## src/rtl/apoll_pkg.sv

```systemverilog
package apoll_pkg;

    localparam int ADDR_W   = 3;
    localparam int CLR_BIT  = 3;
    localparam int GO_BIT   = 0;
    localparam int STOP_BIT = 1;

    typedef enum logic [ADDR_W-1:0] {
        RA_CTRL  = 3'd0,
        RA_MASK  = 3'd1,
        RA_MATCH = 3'd2,
        RA_GAP   = 3'd3,
        RA_FCLR  = 3'd4,
        RA_CMD   = 3'd5
    } reg_addr_e;

    typedef enum logic [1:0] {
        FM_WRITE    = 2'd0,
        FM_READ     = 2'd1,
        FM_AUTOPOLL = 2'd2,
        FM_MAPPED   = 2'd3
    } fmode_e;

    typedef struct packed {
        fmode_e mode;
        logic   two_bytes;
        logic   auto_stop;
        logic   match_ie;
    } ctrl_t;

    typedef enum logic [1:0] {
        ST_IDLE  = 2'd0,
        ST_ISSUE = 2'd1,
        ST_GAP   = 2'd2
    } pstate_e;

    function automatic ctrl_t decode_ctrl(input logic [15:0] w);
        ctrl_t c;
        c.match_ie  = w[0];
        c.auto_stop = w[1];
        c.two_bytes = w[2];
        c.mode      = fmode_e'(w[5:4]);
        return c;
    endfunction

endpackage

```

## src/rtl/apoll_regs.sv

```systemverilog
module apoll_regs
    import apoll_pkg::*;
#(
    parameter int DATA_W = 16,
    parameter int GAP_W  = 16
) (
    input  logic              clk,
    input  logic              rst,
    input  logic              reg_we,
    input  logic [ADDR_W-1:0] reg_addr,
    input  logic [15:0]       reg_wdata,
    input  logic              match_evt,
    output ctrl_t             ctrl,
    output logic [DATA_W-1:0] mask,
    output logic [DATA_W-1:0] match,
    output logic [GAP_W-1:0]  gap,
    output logic              go,
    output logic              abort_req,
    output logic              flag,
    output logic              irq
);

    logic clr;
    logic cmd_wr;

    assign cmd_wr    = reg_we && (reg_addr == RA_CMD);
    assign go        = cmd_wr && reg_wdata[GO_BIT];
    assign abort_req = cmd_wr && reg_wdata[STOP_BIT];
    assign clr       = reg_we && (reg_addr == RA_FCLR) && reg_wdata[CLR_BIT];

    always_ff @(posedge clk) begin
        if (rst) begin
            ctrl  <= '0;
            mask  <= '0;
            match <= '0;
            gap   <= '0;
        end else if (reg_we) begin
            case (reg_addr)
                RA_CTRL:  ctrl  <= decode_ctrl(reg_wdata);
                RA_MASK:  mask  <= DATA_W'(reg_wdata);
                RA_MATCH: match <= DATA_W'(reg_wdata);
                RA_GAP:   gap   <= GAP_W'(reg_wdata);
                default:  ;
            endcase
        end
    end

    // set wins over clear
    always_ff @(posedge clk) begin
        if (rst)            flag <= 1'b0;
        else if (match_evt) flag <= 1'b1;
        else if (clr)       flag <= 1'b0;
    end

    assign irq = flag & ctrl.match_ie;

    p_flag_set_r2: assert property (@(posedge clk) disable iff (rst)
        match_evt |=> flag);
    p_sticky_r4: assert property (@(posedge clk) disable iff (rst)
        (flag && !clr) |=> flag);
    p_clear_r9: assert property (@(posedge clk) disable iff (rst)
        (clr && !match_evt) |=> !flag);
    p_set_beats_clear_r10: assert property (@(posedge clk) disable iff (rst)
        (clr && match_evt) |=> flag);

endmodule

```

## src/rtl/apoll_cmp.sv

```systemverilog
module apoll_cmp #(
    parameter int DATA_W = 16
) (
    input  logic [DATA_W-1:0] status,
    input  logic [DATA_W-1:0] mask,
    input  logic [DATA_W-1:0] match,
    input  logic              two_bytes,
    output logic              hit
);

    localparam int LANES = DATA_W / 8;

    logic [LANES-1:0] lane_bad;

    for (genvar i = 0; i < LANES; i++) begin : g_lane
        logic       lane_on;
        logic [7:0] diff;
        assign lane_on     = (i == 0) || two_bytes;
        assign diff        = (status[i*8 +: 8] ^ match[i*8 +: 8]) & mask[i*8 +: 8];
        assign lane_bad[i] = lane_on && (|diff);
    end

    assign hit = ~|lane_bad;

endmodule

```

## src/rtl/apoll_fsm.sv

```systemverilog
module apoll_fsm
    import apoll_pkg::*;
#(
    parameter int GAP_W = 16
) (
    input  logic             clk,
    input  logic             rst,
    input  logic             go,
    input  logic             abort_req,
    input  logic             mode_ok,
    input  logic             auto_stop,
    input  logic [GAP_W-1:0] gap,
    input  logic             cmd_ack,
    input  logic             hit,
    output logic             cmd_req,
    output logic             busy,
    output logic             match_evt
);

    pstate_e          state;
    logic [GAP_W-1:0] cnt;
    logic             resp;

    assign resp      = (state == ST_ISSUE) && cmd_ack && !abort_req;
    assign match_evt = resp && hit;
    assign cmd_req   = (state == ST_ISSUE);
    assign busy      = (state != ST_IDLE);

    always_ff @(posedge clk) begin
        if (rst) begin
            state <= ST_IDLE;
            cnt   <= '0;
        end else if (abort_req) begin
            state <= ST_IDLE;
        end else begin
            case (state)
                ST_IDLE: if (go && mode_ok) state <= ST_ISSUE;
                ST_ISSUE: if (cmd_ack) begin
                    if (hit && auto_stop)   state <= ST_IDLE;
                    else if (gap == '0)     state <= ST_ISSUE;
                    else begin
                        state <= ST_GAP;
                        cnt   <= gap;
                    end
                end
                ST_GAP: begin
                    if (cnt == GAP_W'(1)) state <= ST_ISSUE;
                    else                  cnt   <= cnt - GAP_W'(1);
                end
                default: state <= ST_IDLE;
            endcase
        end
    end

    p_abort_idle_r12: assert property (@(posedge clk) disable iff (rst)
        abort_req |=> (state == ST_IDLE));
    p_autostop_r6: assert property (@(posedge clk) disable iff (rst)
        (resp && hit && auto_stop) |=> (state == ST_IDLE));
    p_gap_load_r8: assert property (@(posedge clk) disable iff (rst)
        (resp && !(hit && auto_stop) && gap != '0) |=>
            (state == ST_GAP && cnt == $past(gap)));
    p_mode_gate_r11: assert property (@(posedge clk) disable iff (rst)
        (state == ST_IDLE && go && !mode_ok) |=> (state == ST_IDLE));
    p_continue_r7: assert property (@(posedge clk) disable iff (rst)
        (resp && !auto_stop) |=> busy);

endmodule

```

## src/rtl/autopoll_engine.sv

```systemverilog
module autopoll_engine
    import apoll_pkg::*;
#(
    parameter int DATA_W = 16,
    parameter int GAP_W  = 16
) (
    input  logic              clk,
    input  logic              rst,
    input  logic              reg_we,
    input  logic [2:0]        reg_addr,
    input  logic [15:0]       reg_wdata,
    output logic              cmd_req,
    output logic              cmd_two_bytes,
    input  logic              cmd_ack,
    input  logic [DATA_W-1:0] cmd_status,
    output logic              busy,
    output logic              match_flag,
    output logic              irq
);

    ctrl_t             ctrl;
    logic [DATA_W-1:0] mask;
    logic [DATA_W-1:0] match;
    logic [GAP_W-1:0]  gap;
    logic              go;
    logic              abort_req;
    logic              match_evt;
    logic              hit;

    apoll_regs #(.DATA_W(DATA_W), .GAP_W(GAP_W)) u_regs (
        .clk       (clk),
        .rst       (rst),
        .reg_we    (reg_we),
        .reg_addr  (reg_addr),
        .reg_wdata (reg_wdata),
        .match_evt (match_evt),
        .ctrl      (ctrl),
        .mask      (mask),
        .match     (match),
        .gap       (gap),
        .go        (go),
        .abort_req (abort_req),
        .flag      (match_flag),
        .irq       (irq)
    );

    apoll_cmp #(.DATA_W(DATA_W)) u_cmp (
        .status    (cmd_status),
        .mask      (mask),
        .match     (match),
        .two_bytes (ctrl.two_bytes),
        .hit       (hit)
    );

    apoll_fsm #(.GAP_W(GAP_W)) u_fsm (
        .clk       (clk),
        .rst       (rst),
        .go        (go),
        .abort_req (abort_req),
        .mode_ok   (ctrl.mode == FM_AUTOPOLL),
        .auto_stop (ctrl.auto_stop),
        .gap       (gap),
        .cmd_ack   (cmd_ack),
        .hit       (hit),
        .cmd_req   (cmd_req),
        .busy      (busy),
        .match_evt (match_evt)
    );

    assign cmd_two_bytes = ctrl.two_bytes;

    p_idle_quiet_r1: assert property (@(posedge clk) disable iff (rst)
        !busy |-> !cmd_req);

endmodule

```

## config.mk

```make
export PLATFORM = sky130hd
export DESIGN_NAME = autopoll_engine
export DESIGN_NICKNAME = d
export VERILOG_FILES = /design/src/rtl/apoll_pkg.sv /design/src/rtl/apoll_regs.sv /design/src/rtl/apoll_cmp.sv /design/src/rtl/apoll_fsm.sv /design/src/rtl/autopoll_engine.sv
export SDC_FILE = /design/constraint.sdc
export NUM_CORES = 1
export LEC_CHECK = 0
export BUFFER_PORTS_ARGS = -buffer_cell sky130_fd_sc_hd__buf_2
export CAP_MARGIN = 30
export CORE_MARGIN = 2
export CORE_UTILIZATION = 30
export DETAILED_ROUTE_END_ITERATION = 10
export PLACE_DENSITY_LB_ADDON = 0.3
export SYNTH_ARGS = -nofsm -noshare
export SYNTH_HDL_FRONTEND = slang
export SYNTH_SLANG_ARGS = --single-unit
export TNS_END_PERCENT = 1
```

## constraint.sdc

```tcl
create_clock -name clk -period 4.8 [get_ports clk]
set_input_delay 0.72 -clock clk [delete_from_list [all_inputs] [get_ports clk]]
set_output_delay 0.72 -clock clk [all_outputs]
set_load 0.02 [all_outputs]
```

==> results.txt <==
status = completed
antenna violations before repair = 0
clk slew on worst S/H paths = 0.06 ns
setup violators final = 0
DRT Pass-1 Iters = 4
post-CTS sizing = 0
Post-Layout Cell Count = 616
Worst Skew = 0.00645 ns
area leader, netlist = dfxtp_1
HP Start = u_regs.mask[2]
share of post-route cells with drive strength above 1 = 0.154
Vias per Instance = 5.13
CTS buffer count = 9
# placed instances = 600
Max Clock Freq = 0.378 GHz
crit path max fanout = 19
Core Util, Final = 0.355
CP Data Arrival Time = 2.92 ns
syn_nets = 479
PortBufs = 43
Placer Congestion = 0.814
CTS Hold Bufs = 0
PwrDens = 342 mW/mm^2
Layout area overhead = 16.9%
Leak = 1.45 nW
Fin. Hold Viols = 0
post-synthesis async set-or-reset flop share = 0
commonest non-fill, non-tap cell in the layout = nand2_1
die area = 0.0123 sq mm
Hold WC Path Type = reg -> reg
startpoint types = flop
post-layout min period = 2.64 ns
worst r2r src = u_fsm.cnt[10]
cell chain of the critical path = or4_4 > or2_4 > nor3_4 > a211o_1 > or2_4 > o221a_2
sequential share of the synthesized area = 0.419
Synth cell types = 51
first-pass GRT wire length = 14900 um
max cap viols = 0
Initial Util = 0.304
RSZ-0062 raised after global routing = no
# IOs = 44
CP most frequent cell = or2_4
Critical R2R Capture = u_fsm.cnt[12]
die height = 111 um
Worst EP required = 5.08 ns
clk_lat worst skew = 0.34 ns
final net count = 509
total power = 0.00138 W
GR Util All Layers = 0.149
Clock Tree Buf Depth = 2
grt ovf = 0
R2R Setup Slk = 2.16 ns
Synth area leaders = dfxtp_1, nand2_1, a21oi_1, xor2_1, nor2_1
Routed Antenna Nets = 0
Root Buffer = clkbuf_16
post-DP HPWL = 6330 um
CTS tree = yes
top_reg_cell synth = dfxtp_1
Worst path max stage delay = 0.57 ns
Diodes inserted = 0
Final Routed Wirelength = 8940 um
die width = 111 um
Seq cells post-synth = 72
CP startpoint = u_fsm.cnt[10]
Yosys warning count = 0
drt initial violations = 149
H-tree Lvls = 3
vias in the first global route = 2997
Sum Neg Setup Slack = 0 ns
core box area = 0.0113 sq mm
share of the synthesized area in the top cell type = 0.419
clock sink count = 72
most frequent cells in the layout = nand2_1, dfxtp_1, a21oi_1
mapped cell area = 0.00344 sq mm
number of placement rows = 39
Post-synth EDFFs = 0
Mean Syn Cell Area = 7.85 sq um
Least-Margin Pin Slew = 0.758 ns
Worst Setup EP = u_fsm.cnt[12]
DRC violations left = 0
crit path kind = reg -> reg
Vias = 3157
Critical-path top delay cell = or4_4
largest net degree at the start of global routing = 72
post-synthesis cell count = 438
maximum vdd drop = 0.195 mV
worst reg2reg path depth = 6
Slew Viols, Final = 0
Worst slew margin = 0.494
post-CTS setup buffer count = 0
WL per Instance = 14.5 um
CP Capture Type = flop
final worst path period share = 0.551
through the flow:
stage	cell area [sq um]	hold slack (ns)	worst slack (ns)
finish	4020	0.455	2.16
global route	4020	0.483	2.00
CTS	4020	0.454	2.19
detailed placement	3710	0.447	2.05
global placement	3710	0.443	2.07
floorplan	3440	0.436	2.41
cells in the mapped netlist, drive strengths merged, types with 3 or more instances:
| master | number |
|---|---|
| a22oi | 9 |
| nand2 | 110 |
| o311ai | 9 |
| or2 | 4 |
| nor2 | 35 |
| or4 | 3 |
| inv | 5 |
| nor3 | 11 |
| nand2b | 3 |
| and2 | 5 |
| o31ai | 11 |
| nor4 | 11 |
| mux2i | 4 |
| a21oi | 66 |
| xor2 | 16 |
| dfxtp | 72 |
| nand4 | 5 |
| buf | 3 |
| clkbuf | 25 |
| o32ai | 3 |
power breakdown:
| part | internal [W] | switching (W) | total (W) |
|---|---|---|---|
| Sequential | 0.000607 | 0.00000636 | 0.000614 |
| Combinational | 0.0000286 | 0.0000494 | 0.0000780 |
| Clock | 0.000431 | 0.000252 | 0.000684 |
sequential cells by signal, summed over array words and instances, names as in the netlist:
signal,flops
u_regs.mask,16
u_fsm.cnt,16
u_regs.match,16
u_fsm.state,2
u_regs.gap,16
u_regs.ctrl,5
u_regs.flag,1
logic make-up (layout without fill, tap and decap cells):
group                    after synthesis  count (layout)  synth area share
adder cells (fa/ha/maj)                2               2           0.00728
buffers and inverters                 33              68            0.0481
AND/OR/NAND/NOR                      201             201             0.273
XOR/XNOR                              16              16            0.0408
AO/OA/AOI/OAI                        110             110             0.200
flip-flops                            72              72             0.419
multiplexers                           4               4            0.0116
how the worst min path moves through the flow:
stage / endpoint / cells after the start
after global routing: u_regs.mask[7] / 2
after floorplan: u_regs.mask[0] / 2
after global placement: u_regs.mask[2] / 2
final: u_regs.mask[2] / 2
after CTS: u_regs.mask[2] / 2
after detailed placement: u_regs.mask[2] / 2
area by class of cell:
type                            instances  area, sq um
Fill cell                            1215         7300
Multi-Input combinational cell        333         1830
Sequential cell                        72         1440
Clock buffer                           14          264
Timing Repair Buffer                   47          245
Tap cell                              143          179
Clock inverter                          2         37.5
Inverter                                5         18.8
critical path, delay by kind of cell (launching register included):
| kind | cells | cell delay (ns) |
|---|---|---|
| AO/OA/AOI/OAI | 2 | 0.78 |
| flip-flops | 1 | 0.37 |
| AND/OR/NAND/NOR | 4 | 1.44 |
per-layer routing:
metal,global-route usage,share of wire,up-vias
met5,0,0,-
met4,0.0675,0.022,0
met3,0.0301,0.024,13
met2,0.243,0.48,56
met1,0.191,0.48,1489
li1,-,-,1599
Note: power is estimated with default switching activity, not from simulation.
